[config.mk]
export PLATFORM = sky130hd
export DESIGN_NAME = tmr_bus_iface
export DESIGN_NICKNAME = d
export VERILOG_FILES = /design/src/rtl/tmr_biu_pkg.sv /design/src/rtl/tmr_biu_regs.sv /design/src/rtl/tmr_biu_arb.sv /design/src/rtl/tmr_biu_iack.sv /design/src/rtl/tmr_biu_run.sv /design/src/rtl/tmr_bus_iface.sv
export SDC_FILE = /design/constraint.sdc
export NUM_CORES = 1
export LEC_CHECK = 0
export BUFFER_PORTS_ARGS = -buffer_cell sky130_fd_sc_hd__buf_4
export CAP_MARGIN = 0
export CORE_MARGIN = 4
export CORE_UTILIZATION = 45
export DETAILED_ROUTE_END_ITERATION = 8
export HOLD_SLACK_MARGIN = 0.12
export PLACE_DENSITY_LB_ADDON = 0.05
export RECOVER_POWER = 50
export SETUP_SLACK_MARGIN = 0.3
export SLEW_MARGIN = 20
export SYNTH_ARGS = -nofsm -noshare
export SYNTH_HDL_FRONTEND = slang
export SYNTH_SLANG_ARGS = --single-unit
[constraint.sdc]
create_clock -name clk -period 4.1 [get_ports clk]
set_input_delay 0.205 -clock clk [delete_from_list [all_inputs] [get_ports clk]]
set_output_delay 0.205 -clock clk [all_outputs]
set_load 0.01 [all_outputs]
[src/rtl/tmr_biu_pkg.sv]
package tmr_biu_pkg;
  localparam int          CFG_W     = 16;
  localparam logic [15:0] CFG_RST   = 16'h1800;
  localparam logic [15:0] CFG_WMASK = 16'hDF21;
  localparam int          B_STOP    = 15;
  localparam int          B_FRZ     = 14;
  localparam int          B_VB_HI   = 12;
  localparam int          B_VB_LO   = 11;
  localparam int          B_ARB_HI  = 10;
  localparam int          B_ARB_LO  = 8;

  typedef struct packed {
    logic       stop;
    logic       frz;
    logic [1:0] vbase;
    logic [2:0] arb;
  } cfg_view_t;

  function automatic cfg_view_t view_cfg(input logic [CFG_W-1:0] r);
    cfg_view_t v;
    v.stop  = r[B_STOP];
    v.frz   = r[B_FRZ];
    v.vbase = r[B_VB_HI:B_VB_LO];
    v.arb   = r[B_ARB_HI:B_ARB_LO];
    return v;
  endfunction
endpackage

[src/rtl/tmr_biu_regs.sv]
module tmr_biu_regs
  import tmr_biu_pkg::*;
#(
  parameter int ADDR_W      = 6,
  parameter int DATA_W      = 16,
  parameter int LOCAL_SLOTS = 4
) (
  input  logic                    clk,
  input  logic                    rst,
  input  logic                    reg_sel,
  input  logic                    reg_wr,
  input  logic [ADDR_W-1:0]       reg_addr,
  input  logic [DATA_W-1:0]       reg_wdata,
  output logic [DATA_W-1:0]       reg_rdata,
  output logic                    reg_ack,
  output logic                    sub_sel,
  output logic                    sub_wr,
  output logic [ADDR_W-1:0]       sub_addr,
  output logic [DATA_W-1:0]       sub_wdata,
  input  logic [DATA_W-1:0]       sub_rdata,
  output logic [CFG_W-1:0]        cfg_q
);
  localparam logic [ADDR_W-1:0] LOCAL_LIM = ADDR_W'(LOCAL_SLOTS);
  localparam logic [ADDR_W-1:0] CFG_OFS   = '0;

  logic              in_local;
  logic              cfg_we;
  logic              req_v, req_wr, req_local, req_cfg;
  logic [DATA_W-1:0] local_rd;

  assign in_local = reg_addr < LOCAL_LIM;
  assign cfg_we   = reg_sel && reg_wr && (reg_addr == CFG_OFS);

  // configuration register: only the implemented bits take the write
  always_ff @(posedge clk) begin
    if (rst)         cfg_q <= CFG_RST;
    else if (cfg_we) cfg_q <= reg_wdata[CFG_W-1:0] & CFG_WMASK;
  end

  // stage 1: capture request and forward non-local accesses
  always_ff @(posedge clk) begin
    if (rst) begin
      req_v     <= 1'b0;
      req_wr    <= 1'b0;
      req_local <= 1'b0;
      req_cfg   <= 1'b0;
      sub_sel   <= 1'b0;
      sub_wr    <= 1'b0;
      sub_addr  <= '0;
      sub_wdata <= '0;
    end else begin
      req_v     <= reg_sel;
      req_wr    <= reg_wr;
      req_local <= in_local;
      req_cfg   <= reg_addr == CFG_OFS;
      sub_sel   <= reg_sel && !in_local;
      sub_wr    <= reg_sel && reg_wr && !in_local;
      sub_addr  <= reg_sel ? reg_addr : '0;
      sub_wdata <= (reg_sel && reg_wr) ? reg_wdata : '0;
    end
  end

  // reserved local slots read as zero
  assign local_rd = req_cfg ? DATA_W'(cfg_q) : '0;

  // stage 2: completion
  always_ff @(posedge clk) begin
    if (rst) begin
      reg_ack   <= 1'b0;
      reg_rdata <= '0;
    end else begin
      reg_ack <= req_v;
      if (!req_v || req_wr) reg_rdata <= '0;
      else if (req_local)   reg_rdata <= local_rd;
      else                  reg_rdata <= sub_rdata;
    end
  end
endmodule

[src/rtl/tmr_biu_arb.sv]
module tmr_biu_arb #(
  parameter int NUM_SUB = 8,
  parameter int LVL_W   = 3,
  parameter int VLO_W   = 6
) (
  input  logic [NUM_SUB-1:0]       sub_irq,
  input  logic [NUM_SUB*LVL_W-1:0] sub_lvl,
  input  logic [NUM_SUB*VLO_W-1:0] sub_vlo,
  output logic                     win_any,
  output logic [LVL_W-1:0]         win_lvl,
  output logic [VLO_W-1:0]         win_vlo
);
  // scan from the top down so the lowest pending index is written last
  always_comb begin
    win_any = 1'b0;
    win_lvl = '0;
    win_vlo = '0;
    for (int i = NUM_SUB - 1; i >= 0; i--) begin
      if (sub_irq[i]) begin
        win_any = 1'b1;
        win_lvl = sub_lvl[i*LVL_W +: LVL_W];
        win_vlo = sub_vlo[i*VLO_W +: VLO_W];
      end
    end
  end
endmodule

[src/rtl/tmr_biu_iack.sv]
module tmr_biu_iack #(
  parameter int LVL_W = 3,
  parameter int ARB_W = 3,
  parameter int VLO_W = 6,
  parameter int VEC_W = VLO_W + 2
) (
  input  logic             clk,
  input  logic             rst,
  input  logic             win_any,
  input  logic [LVL_W-1:0] win_lvl,
  input  logic [VLO_W-1:0] win_vlo,
  input  logic [1:0]       vbase,
  input  logic [ARB_W-1:0] arb_id,
  input  logic             iack_valid,
  input  logic [LVL_W-1:0] iack_lvl,
  input  logic [ARB_W-1:0] iack_arb,
  output logic [LVL_W-1:0] irq_lvl_o,
  output logic             iack_resp,
  output logic [LVL_W-1:0] iack_lvl_o,
  output logic [ARB_W-1:0] iack_arb_o,
  output logic [VEC_W-1:0] iack_vec
);
  logic hit;
  assign hit = iack_valid && win_any && (win_lvl != '0) &&
               (iack_lvl == win_lvl) && (iack_arb == arb_id);

  always_ff @(posedge clk) begin
    if (rst) begin
      irq_lvl_o  <= '0;
      iack_resp  <= 1'b0;
      iack_lvl_o <= '0;
      iack_arb_o <= '0;
      iack_vec   <= '0;
    end else begin
      irq_lvl_o  <= win_any ? win_lvl : '0;
      iack_resp  <= hit;
      iack_lvl_o <= hit ? win_lvl : '0;
      iack_arb_o <= hit ? arb_id : '0;
      iack_vec   <= hit ? {vbase, win_vlo} : '0;
    end
  end
endmodule

[src/rtl/tmr_biu_run.sv]
module tmr_biu_run (
  input  logic clk,
  input  logic rst,
  input  logic stop,
  input  logic frz,
  input  logic freeze,
  output logic run_en
);
  always_ff @(posedge clk) begin
    if (rst) run_en <= 1'b1;
    else     run_en <= !stop && !(frz && freeze);
  end
endmodule

[src/rtl/tmr_bus_iface.sv]
module tmr_bus_iface
  import tmr_biu_pkg::*;
#(
  parameter int NUM_SUB     = 8,
  parameter int ADDR_W      = 6,
  parameter int DATA_W      = 16,
  parameter int LVL_W       = 3,
  parameter int ARB_W       = 3,
  parameter int VLO_W       = 6,
  parameter int LOCAL_SLOTS = 4
) (
  input  logic                     clk,
  input  logic                     rst,
  input  logic                     reg_sel,
  input  logic                     reg_wr,
  input  logic [ADDR_W-1:0]        reg_addr,
  input  logic [DATA_W-1:0]        reg_wdata,
  output logic [DATA_W-1:0]        reg_rdata,
  output logic                     reg_ack,
  output logic                     sub_sel,
  output logic                     sub_wr,
  output logic [ADDR_W-1:0]        sub_addr,
  output logic [DATA_W-1:0]        sub_wdata,
  input  logic [DATA_W-1:0]        sub_rdata,
  input  logic [NUM_SUB-1:0]       sub_irq,
  input  logic [NUM_SUB*LVL_W-1:0] sub_lvl,
  input  logic [NUM_SUB*VLO_W-1:0] sub_vlo,
  input  logic                     freeze,
  output logic                     run_en,
  output logic [LVL_W-1:0]         irq_lvl_o,
  input  logic                     iack_valid,
  input  logic [LVL_W-1:0]         iack_lvl,
  input  logic [ARB_W-1:0]         iack_arb,
  output logic                     iack_resp,
  output logic [LVL_W-1:0]         iack_lvl_o,
  output logic [ARB_W-1:0]         iack_arb_o,
  output logic [VLO_W+1:0]         iack_vec
);
  localparam int VEC_W = VLO_W + 2;

  logic [CFG_W-1:0] cfg_q;
  cfg_view_t        cv;
  logic             win_any;
  logic [LVL_W-1:0] win_lvl;
  logic [VLO_W-1:0] win_vlo;

  assign cv = view_cfg(cfg_q);

  tmr_biu_regs #(.ADDR_W(ADDR_W), .DATA_W(DATA_W), .LOCAL_SLOTS(LOCAL_SLOTS)) u_regs (
    .clk(clk), .rst(rst),
    .reg_sel(reg_sel), .reg_wr(reg_wr), .reg_addr(reg_addr), .reg_wdata(reg_wdata),
    .reg_rdata(reg_rdata), .reg_ack(reg_ack),
    .sub_sel(sub_sel), .sub_wr(sub_wr), .sub_addr(sub_addr), .sub_wdata(sub_wdata),
    .sub_rdata(sub_rdata), .cfg_q(cfg_q)
  );

  tmr_biu_run u_run (
    .clk(clk), .rst(rst), .stop(cv.stop), .frz(cv.frz), .freeze(freeze), .run_en(run_en)
  );

  tmr_biu_arb #(.NUM_SUB(NUM_SUB), .LVL_W(LVL_W), .VLO_W(VLO_W)) u_arb (
    .sub_irq(sub_irq), .sub_lvl(sub_lvl), .sub_vlo(sub_vlo),
    .win_any(win_any), .win_lvl(win_lvl), .win_vlo(win_vlo)
  );

  tmr_biu_iack #(.LVL_W(LVL_W), .ARB_W(ARB_W), .VLO_W(VLO_W), .VEC_W(VEC_W)) u_iack (
    .clk(clk), .rst(rst),
    .win_any(win_any), .win_lvl(win_lvl), .win_vlo(win_vlo),
    .vbase(cv.vbase), .arb_id(ARB_W'(cv.arb)),
    .iack_valid(iack_valid), .iack_lvl(iack_lvl), .iack_arb(iack_arb),
    .irq_lvl_o(irq_lvl_o), .iack_resp(iack_resp), .iack_lvl_o(iack_lvl_o),
    .iack_arb_o(iack_arb_o), .iack_vec(iack_vec)
  );
endmodule

After elaboration in Yosys (flattened, before gate mapping)
Cells that the tools add are included.
Storage, ports and cells
  bits in registers: 73
  latch bits: 0
  memory bits (writable): 0
  memory bits (read-only): 0
  input bits: 130
  output and inout bits: 60
  word-level logic and storage cells: 72
  memories kept: 0
Cells by class
  $add $sub $neg: 0
  $mul: 0
  div/mod/pow operators: 0
  order comparisons: 1
  eq/ne operators: 2
  shift-type cells: 0
  mux-type cells: 26
  bitwise gates (word level): 4
  reductions and logical operators: 22
Operators by type and width (number)
  two-way mux 6 bit: 8
  two-way mux 16 bit: 2
  two-way mux 3 bit: 8
  logical AND 1 bit: 10
  OR reduction 2 bit: 5
  two-way mux 1 bit: 8
  == test 3 bit: 2
  zero test 6 bit: 1
  < comparator 6 x 3 -> 1 bit (second input constant): 1
  zero test 1 bit: 4
  NOT 1 bit: 4
  nonzero test 3 bit: 1
  logical OR 1 bit: 1

Longest topological paths before layout
Gate-level depths: netlist of the first run.
  depth after elaboration: 14
  gate-level depth with buffers: 10
  gate-level depth less buffers: 7

Hierarchy
From an unflattened synthesis of the first run, not the netlist that was laid out.
Second synthesis, totals
  cells, all modules: 302
  area, all modules: 3052.9 um^2
By module, submodules not included
  tmr_biu_regs: times used 1, cells each 147, area an instance 1732.9 um^2, sequential area each 1081.0 um^2
  tmr_biu_iack: times used 1, cells each 66, area an instance 713.2 um^2, sequential area each 360.3 um^2
  tmr_biu_arb: times used 1, cells each 86, area an instance 575.6 um^2, sequential area each 0.0 um^2
  tmr_biu_run: times used 1, cells each 3, area an instance 31.3 um^2, sequential area each 20.0 um^2

Worst setup path before layout of the first run
No wires, ideal clock.
  path type: input -> register
  start: input sub_irq[5]
  end: register u_iack.iack_vec[1]
  setup time: 0.073 ns
  arrival: 1.938 ns
  data required time: 4.027 ns
  slack: 2.089 ns
  stages on the path: 9
  buffers on the path: 2
  path through: or2_1 > buf_6 > a221o_1 > a21bo_1 > o311a_2 > nor4_1 > a21oi_2 > buf_6 > nor3_2
Between the ends
  word-level cells in the longest chain between the ends: 12
  elaborated cells between the ends (all ways): 26
  classes of those cells: eq/ne (1); mux (18); bitwise (1); reduce/logical (6)
RTL lines
  from (decl): line tmr_bus_iface.sv:25  | input logic [NUM_SUB-1:0] sub_irq,
  two-way mux 3 bit or two-way mux 1 bit (tied branches) (6 in series): line tmr_biu_arb.sv:19  | if (sub_irq[i]) begin
  nonzero test 3 bit or logical AND 1 bit (tied branches): line tmr_biu_iack.sv:24  | assign hit = iack_valid && win_any && (win_lvl != '0) &&
  logical AND 1 bit (2 in series): line tmr_biu_iack.sv:24
  logical AND 1 bit: line tmr_biu_iack.sv:25  | (iack_lvl == win_lvl) && (iack_arb == arb_id);
  NOT 1 bit (no source line)
  OR reduction 2 bit (no source line)
  to (signal assigned): line tmr_biu_iack.sv:39  | iack_vec <= hit ? {vbase, win_vlo} : '0;
  to (decl): line tmr_biu_iack.sv:21  | output logic [VEC_W-1:0] iack_vec
Several ways; a longest one is shown, not always the timed one.
A chain may end at the register's enable or synchronous reset.

Worst setup path after layout of the first run
  start: input reg_addr[5]
  end: register u_regs.cfg_q[12]
Between the ends
  word-level cells in the longest chain between the ends: 2
RTL lines
  from (decl): line tmr_bus_iface.sv:16  | input logic [ADDR_W-1:0] reg_addr,
  zero test 6 bit: line tmr_biu_regs.sv:32  | assign cfg_we = reg_sel && reg_wr && (reg_addr == CFG_OFS);
  logical AND 1 bit: line tmr_biu_regs.sv:32
  to (signal assigned): line tmr_biu_regs.sv:37  | else if (cfg_we) cfg_q <= reg_wdata[CFG_W-1:0] & CFG_WMASK;
  to (decl): line tmr_biu_regs.sv:21  | output logic [CFG_W-1:0] cfg_q
Every way passes these cells.

==> reports/metrics.cfg, run 1 <==
[global_route]
grt_pass1_vias = 3160
grt_pass1_wl_um = 15550
grt_max_degree = 20
antenna_found_initial = 0
overflow = 0
track_usage = 0.2650

[logic_synthesis]
yosys.cell_types.count = 52
synth_edf_count = 0
synth_cells = 277
synth_area_leaders = dfxtp_1 (52%), and3_1 (4.2%), a221oi_1 (4.0%)
synth_top_area_frac = 0.5159
ys_warn_count = 0
seq_area_frac_synth = 0.5159
ys.flop_type = dfxtp_1
syn_area_mm2 = 0.002833
synth_top_area_cell = dfxtp_1
syn_nets = 407
syn_area_per_cell_um2 = 10.23
synth-seq-cells = 73
async_reset_ff_frac = 0

[clocking]
clk_path_buf_depth = 2
clkTransAtPathRegs_ps = 80
clk_latency_ps = 340
cts_setup_buffers = 0
cts_sinks = 73
h-tree-depth = 3
root_buffer = clkbuf_8
cts_tree = built
cts-resized-gates = 0
cts_buffers = 9

[worst_setup_path]
crit_required_ps = 4330
crit_fanout = 11
r2r_cells = 6
worstPathArrival_ps = 2670
worstSetupStartpointType = input port
path_class = in -> reg
end_kind = flip-flop

[sta]
setup_viol = 0
final-hold-violation-count = 0
max_slew_margin = 0.3797
skew_ps = 12.58
tns_ps = 0
drv_slew = 0
tightest_slew_ps = 926.4
rsz0062_at_grt = no
setup_slack_ps = 1660
fmax_mhz = 409.8
fin_crit_sh = 0.5951
fin_crit_ps = 2440

[die]
die_w_um = 87.34
rows = 28
die_y_um = 87.34
initial_core_util = 0.4701
core_area_mm2 = 0.006026
die_area_mm2 = 0.007628
ios = 190

[status]
status = finished clean

[power]
leakage_nw = 2.131
p_per_area_mw_per_mm2 = 343.6
max-vdd-ir-drop_uv = 244.7

[cells_and_area]
diodes = 0
syn_to_final_growth_pct = 64.80
nets = 630
drive_above_1_share = 0.3234

[route]
routedWlPerCell_um = 17.49
drc = 0
ant_nets = 0
wl_um = 10120
via_count = 3073
first_pass_iters = 4
drt_iter0_drc = 123
via_per_inst = 5.307

[place]
gp_congestion = 0.9174
hpwl_um = 6982
port_buffers = 189
dpl_worst_slack_ps = 1564

[run]
max_cap_violations = 0

[hold_path]
min-delay-path-class = in -> reg
holdPathStages = 3

## cell families after synthesis
kind of cell,count (synthesis),share of synthesized area
AND/OR/NAND/NOR,91,0.1833
AO/OA/AOI/OAI,75,0.2151
multiplexers,7,0.02474
flip-flops,73,0.5159
XOR/XNOR,5,0.01546
buffers and inverters,26,0.04550
## cells in the final DEF, fill, tap and decap left out, types with 2 or more instances in the layout
cell / instances
nand3_1: 2
xor2_1: 3
o31ai_1: 3
a22oi_1: 6
mux2i_1: 7
o211ai_1: 4
a22o_1: 9
xnor2_1: 2
nand2b_1: 2
nor3_2: 3
a21oi_1: 10
bufinv_16: 2
o221ai_1: 8
a221oi_1: 13
a211o_1: 3
or4_1: 2
nand2_1: 5
a31oi_1: 2
dfxtp_1: 73
and2_1: 16
nor2_1: 21
clkbuf_1: 55
nor2b_1: 11
and3_1: 19
buf_4: 136
o22ai_1: 4
dlygate4sd3_1: 39
inv_1: 7
nor4_1: 2
clkbuf_8: 10
inv_2: 2
## worst paths after layout
kind	slack [ps]	start	endpoint
worst max register to register	2140	u_regs.cfg_q[10]	u_iack.iack_vec[2]
worst min-delay path	150	sub_vlo[5]	u_iack.iack_vec[5]
worst max-delay path	1660	reg_addr[5]	u_regs.cfg_q[12]
worst min register to register	460	u_regs.cfg_q[0]	u_regs.reg_rdata[0]
## area by class of cell
cell class / count / area [um^2]
tap: 75 / 93.84
sequential: 73 / 1461
inverter: 9 / 33.78
clock inverter: 4 / 76.32
clock buffer: 11 / 141.4
fill: 463 / 1358
timing repair buffer: 229 / 1614
multi-input combinational: 178 / 1247
## cells in the mapped netlist, types with 2 or more instances
cell type and n:
buf_6 3, xor2_1 3, and3_1 19, a211o_1 3
nand3_1 2, clkbuf_2 2, a21oi_1 10, nand2b_1 2
a22oi_1 6, a31oi_1 2, clkbuf_1 9, o221ai_1 8
and2_1 16, nor3_2 3, buf_2 2, a22o_1 9
a221oi_1 13, inv_1 7, o31ai_1 3, nor2_1 21
o22ai_1 4, mux2i_1 7, dfxtp_1 73, nand2_1 5
inv_2 2, o211ai_1 4, nor4_1 2, or4_1 2
nor2b_1 11, xnor2_1 2
## sequential cells by signal, indices dropped and copies added, names as in the netlist
name and cells:
u_regs.reg_rdata 16, u_regs.sub_wdata 16, u_regs.cfg_q 9, u_iack.iack_vec 8, u_regs.sub_addr 6, u_iack.iack_arb_o 3
u_iack.iack_lvl_o 3, u_iack.irq_lvl_o 3, u_iack.iack_resp 1, u_regs.reg_ack 1, u_regs.req_cfg 1, u_regs.req_local 1
u_regs.req_v 1, u_regs.req_wr 1, u_regs.sub_sel 1, u_regs.sub_wr 1, u_run.run_en 1
## power by group
group | internal [mW] | switching, mW
Sequential | 0.724 | 0.00465
Clock | 0.359 | 0.270
Combinational | 0.144 | 0.103
Total | 1.23 | 0.377
## metal layers
layer	GRT usage	wire length, um	vias to the layer above
li1	-	-	1467
met1	0.2908	3843	1441
met2	0.4644	5169	139
met3	0.09272	869	26
met4	0.1046	242	0
met5	0	0	-
## timing repair
| action | in CTS | in global routing |
|---|---|---|
| setup endpoints to repair | 0 | 0 |
| endpoints found under the hold margin | 45 | 0 |
| hold buffers | 39 | 0 |
## critical path, stage by stage
cell and delay, ps:
dlygate4sd3_1 540, buf_4 140, or4_1 610, or4_1 790, a211o_1 380
## through the flow
stage / cell area, um^2 / util / std cells / hold slack [ps] / power (mW)
after floorplan: 2833 / - / 277 / 276.6 / 0.8301
after global placement: 4263 / 0.7074 / 525 / 391.4 / 0.9636
after detailed placement: 4263 / 0.7074 / 525 / 397.4 / 0.9680
after CTS: 4871 / 0.8083 / 579 / 133.6 / 1.608
after global routing: 4668 / 0.7747 / 579 / 148.2 / 1.664
final: 4668 / 0.7747 / 579 / 146.0 / 1.604
Note: power is estimated with default switching activity, not from simulation.
==> run 2, diff against run 1 <==
--- a/config.mk
+++ b/config.mk
@@ -8,7 +8,7 @@
 export BUFFER_PORTS_ARGS = -buffer_cell sky130_fd_sc_hd__buf_4
 export CAP_MARGIN = 0
 export CORE_MARGIN = 4
-export CORE_UTILIZATION = 45
+export CORE_UTILIZATION = 41
 export DETAILED_ROUTE_END_ITERATION = 8
 export HOLD_SLACK_MARGIN = 0.12
 export PLACE_DENSITY_LB_ADDON = 0.05
==> constraint.sdc (replaced) <==
create_clock -name clk -period 2.3 [get_ports clk]
set_input_delay 0.115 -clock clk [delete_from_list [all_inputs] [get_ports clk]]
set_output_delay 0.115 -clock clk [all_outputs]
set_load 0.01 [all_outputs]
==> reports/metrics.cfg, run 2 (synthesis gave the netlist of run 1 again) <==
[status]
status = finished clean

[sta]
skew_ps = 10.52  ; -2.060 ps
fmax_mhz = 517.7
fin_crit_ps = 1932
tightest_slew_ps = 653.7  ; -272.7 ps
rsz0062_at_grt = no
setup_viol = 0  ; unchanged
final-hold-violation-count = 0  ; unchanged
whs_ps = 138.2  ; -7.838 ps
max_slew_margin = 0.5642  ; +0.1845
drv_slew = 0  ; unchanged
fin_crit_sh = 0.8399
tns_ps = 0  ; unchanged

[cells_and_area]
syn_to_final_growth_pct = 72.35
drive_above_1_share = 0.3077  ; -0.01572
mostFrequentLayoutCell = buf_4
nets = 658  ; +4.4%
diodes = 0  ; unchanged
final_util = 0.7226  ; -0.05212
final_cell_area_mm2 = 0.004882  ; +4.6%
reg_top3 = u_regs.reg_rdata (16), u_regs.sub_wdata (16), u_regs.cfg_q (9)
layout_common_cells = buf_4 (134), dfxtp_1 (73), clkbuf_1 (62), dlygate4sd3_1 (61), nor2_1 (21)

[die]
die_area_mm2 = 0.008303  ; +8.8%
die_w_um = 91.12  ; +4.3%
die_y_um = 91.12  ; +4.3%
core_area_mm2 = 0.006756  ; +12%
ios = 190  ; unchanged
rows = 30  ; +7.1%
initial_core_util = 0.4193  ; -0.05084

[route]
routedWlPerCell_um = 16.72  ; -4.4%
wl_um = 10250  ; +1.3%
drt_iter0_drc = 124  ; +0.81%
ant_nets = 0  ; unchanged
via_count = 3118  ; +1.5%
via_per_inst = 5.086  ; -4.2%
drc = 0  ; unchanged
first_pass_iters = 4  ; unchanged

[worst_setup_path]
path_class = in -> reg
crit_fanout = 12  ; +1
end_kind = flip-flop
crit_required_ps = 2510  ; -1820 ps
worstPathArrival_ps = 2140  ; -530 ps
worstSetupStartpointType = input port

[place]
post_dp_cell_area_mm2 = 0.004314  ; +1.2%
hpwl_um = 7212  ; +3.3%
port_buffers = 189  ; unchanged
gp_congestion = 0.8344  ; -9.0%

[power]
report.power.total_mw = 2.707  ; +69%
p_per_area_mw_per_mm2 = 554.5  ; +61%
leakage_nw = 2.204  ; +3.4%
max-vdd-ir-drop_uv = 384.3  ; +57%

[global_route]
grt_pass1_vias = 3237  ; +2.4%
track_usage = 0.2480  ; -0.01701
grt_pass1_wl_um = 16310  ; +4.9%
grt_max_degree = 20  ; unchanged
antenna_found_initial = 0  ; unchanged
overflow = 0  ; unchanged

[clocking]
cts_buffers = 9  ; unchanged
clkTransAtPathRegs_ps = 90  ; about the same
clk_path_buf_depth = 2  ; unchanged
cts_tree = built
root_buffer = clkbuf_8
cts_sinks = 73  ; unchanged
clk_latency_ps = 340  ; about the same
h-tree-depth = 3  ; unchanged

[run]
max_cap_violations = 0  ; unchanged

[hold_path]
min-delay-path-class = in -> reg

## run 2: final timing paths
check / end / start / depth (start not counted) / slack (ps)
min reg2reg: u_regs.reg_rdata[0] / u_regs.cfg_q[0] / 1 / 470
max: u_iack.iack_vec[4] / sub_irq[5] / 8 / 370
min: u_iack.iack_vec[2] / sub_irq[0] / 3 / 140
max reg2reg: u_iack.iack_vec[5] / u_regs.cfg_q[10] / 6 / 500
## run 2: worst max-delay path, cell delays in order
cell and delay (ps):
buf_4 110, or2_1 270, a221oi_1 320, o21ai_0 240, nand3_1 210, a21bo_2 250
a21oi_2 520, nor2_1 110
## run 2: metrics by stage
| stage | setup WS, ps | std cells |
|---|---|---|
| floorplan | 378.6 | 277 |
| global placement | 160.1 | 536 |
| detailed placement | 71.77 | 536 |
| CTS | 345.0 | 613 |
| global route | 172.7 | 613 |
| finish | 368.3 | 613 |
## run 2: repair_timing
| action | CTS | global route |
|---|---|---|
| hold buffers | 61 | 0 |
| gates resized for setup | 0 | 1 |
| setup endpoints to repair | 0 | 3 |
| endpoints found under the hold margin | 61 | 0 |
| buffers inserted | 0 | 0 |
## run 2: metal layers
metal,GRT usage,vias up,part of all wire
met5,0,-,0
met4,0.09045,0,0.018
met2,0.4390,122,0.52
met1,0.2740,1456,0.39
met3,0.08451,13,0.075
li1,-,1527,-
## run 2: power by group
part / leakage (nW) / internal (mW) / total (mW) / switching [mW]
clock: 0.0848 / 0.410 / 0.933 / 0.523
sequential: 0.593 / 1.29 / 1.30 / 0.00802
combinational: 1.53 / 0.286 / 0.475 / 0.189
## run 2: layout make-up
type,instances,area [um^2]
fillers,566,1874
flip-flops and latches,73,1461
clock inverters,7,60.06
clock buffers,9,123.9
inverters,9,33.78
well taps,80,100.1
repair buffers,257,1849
multi-input cells,178,1254
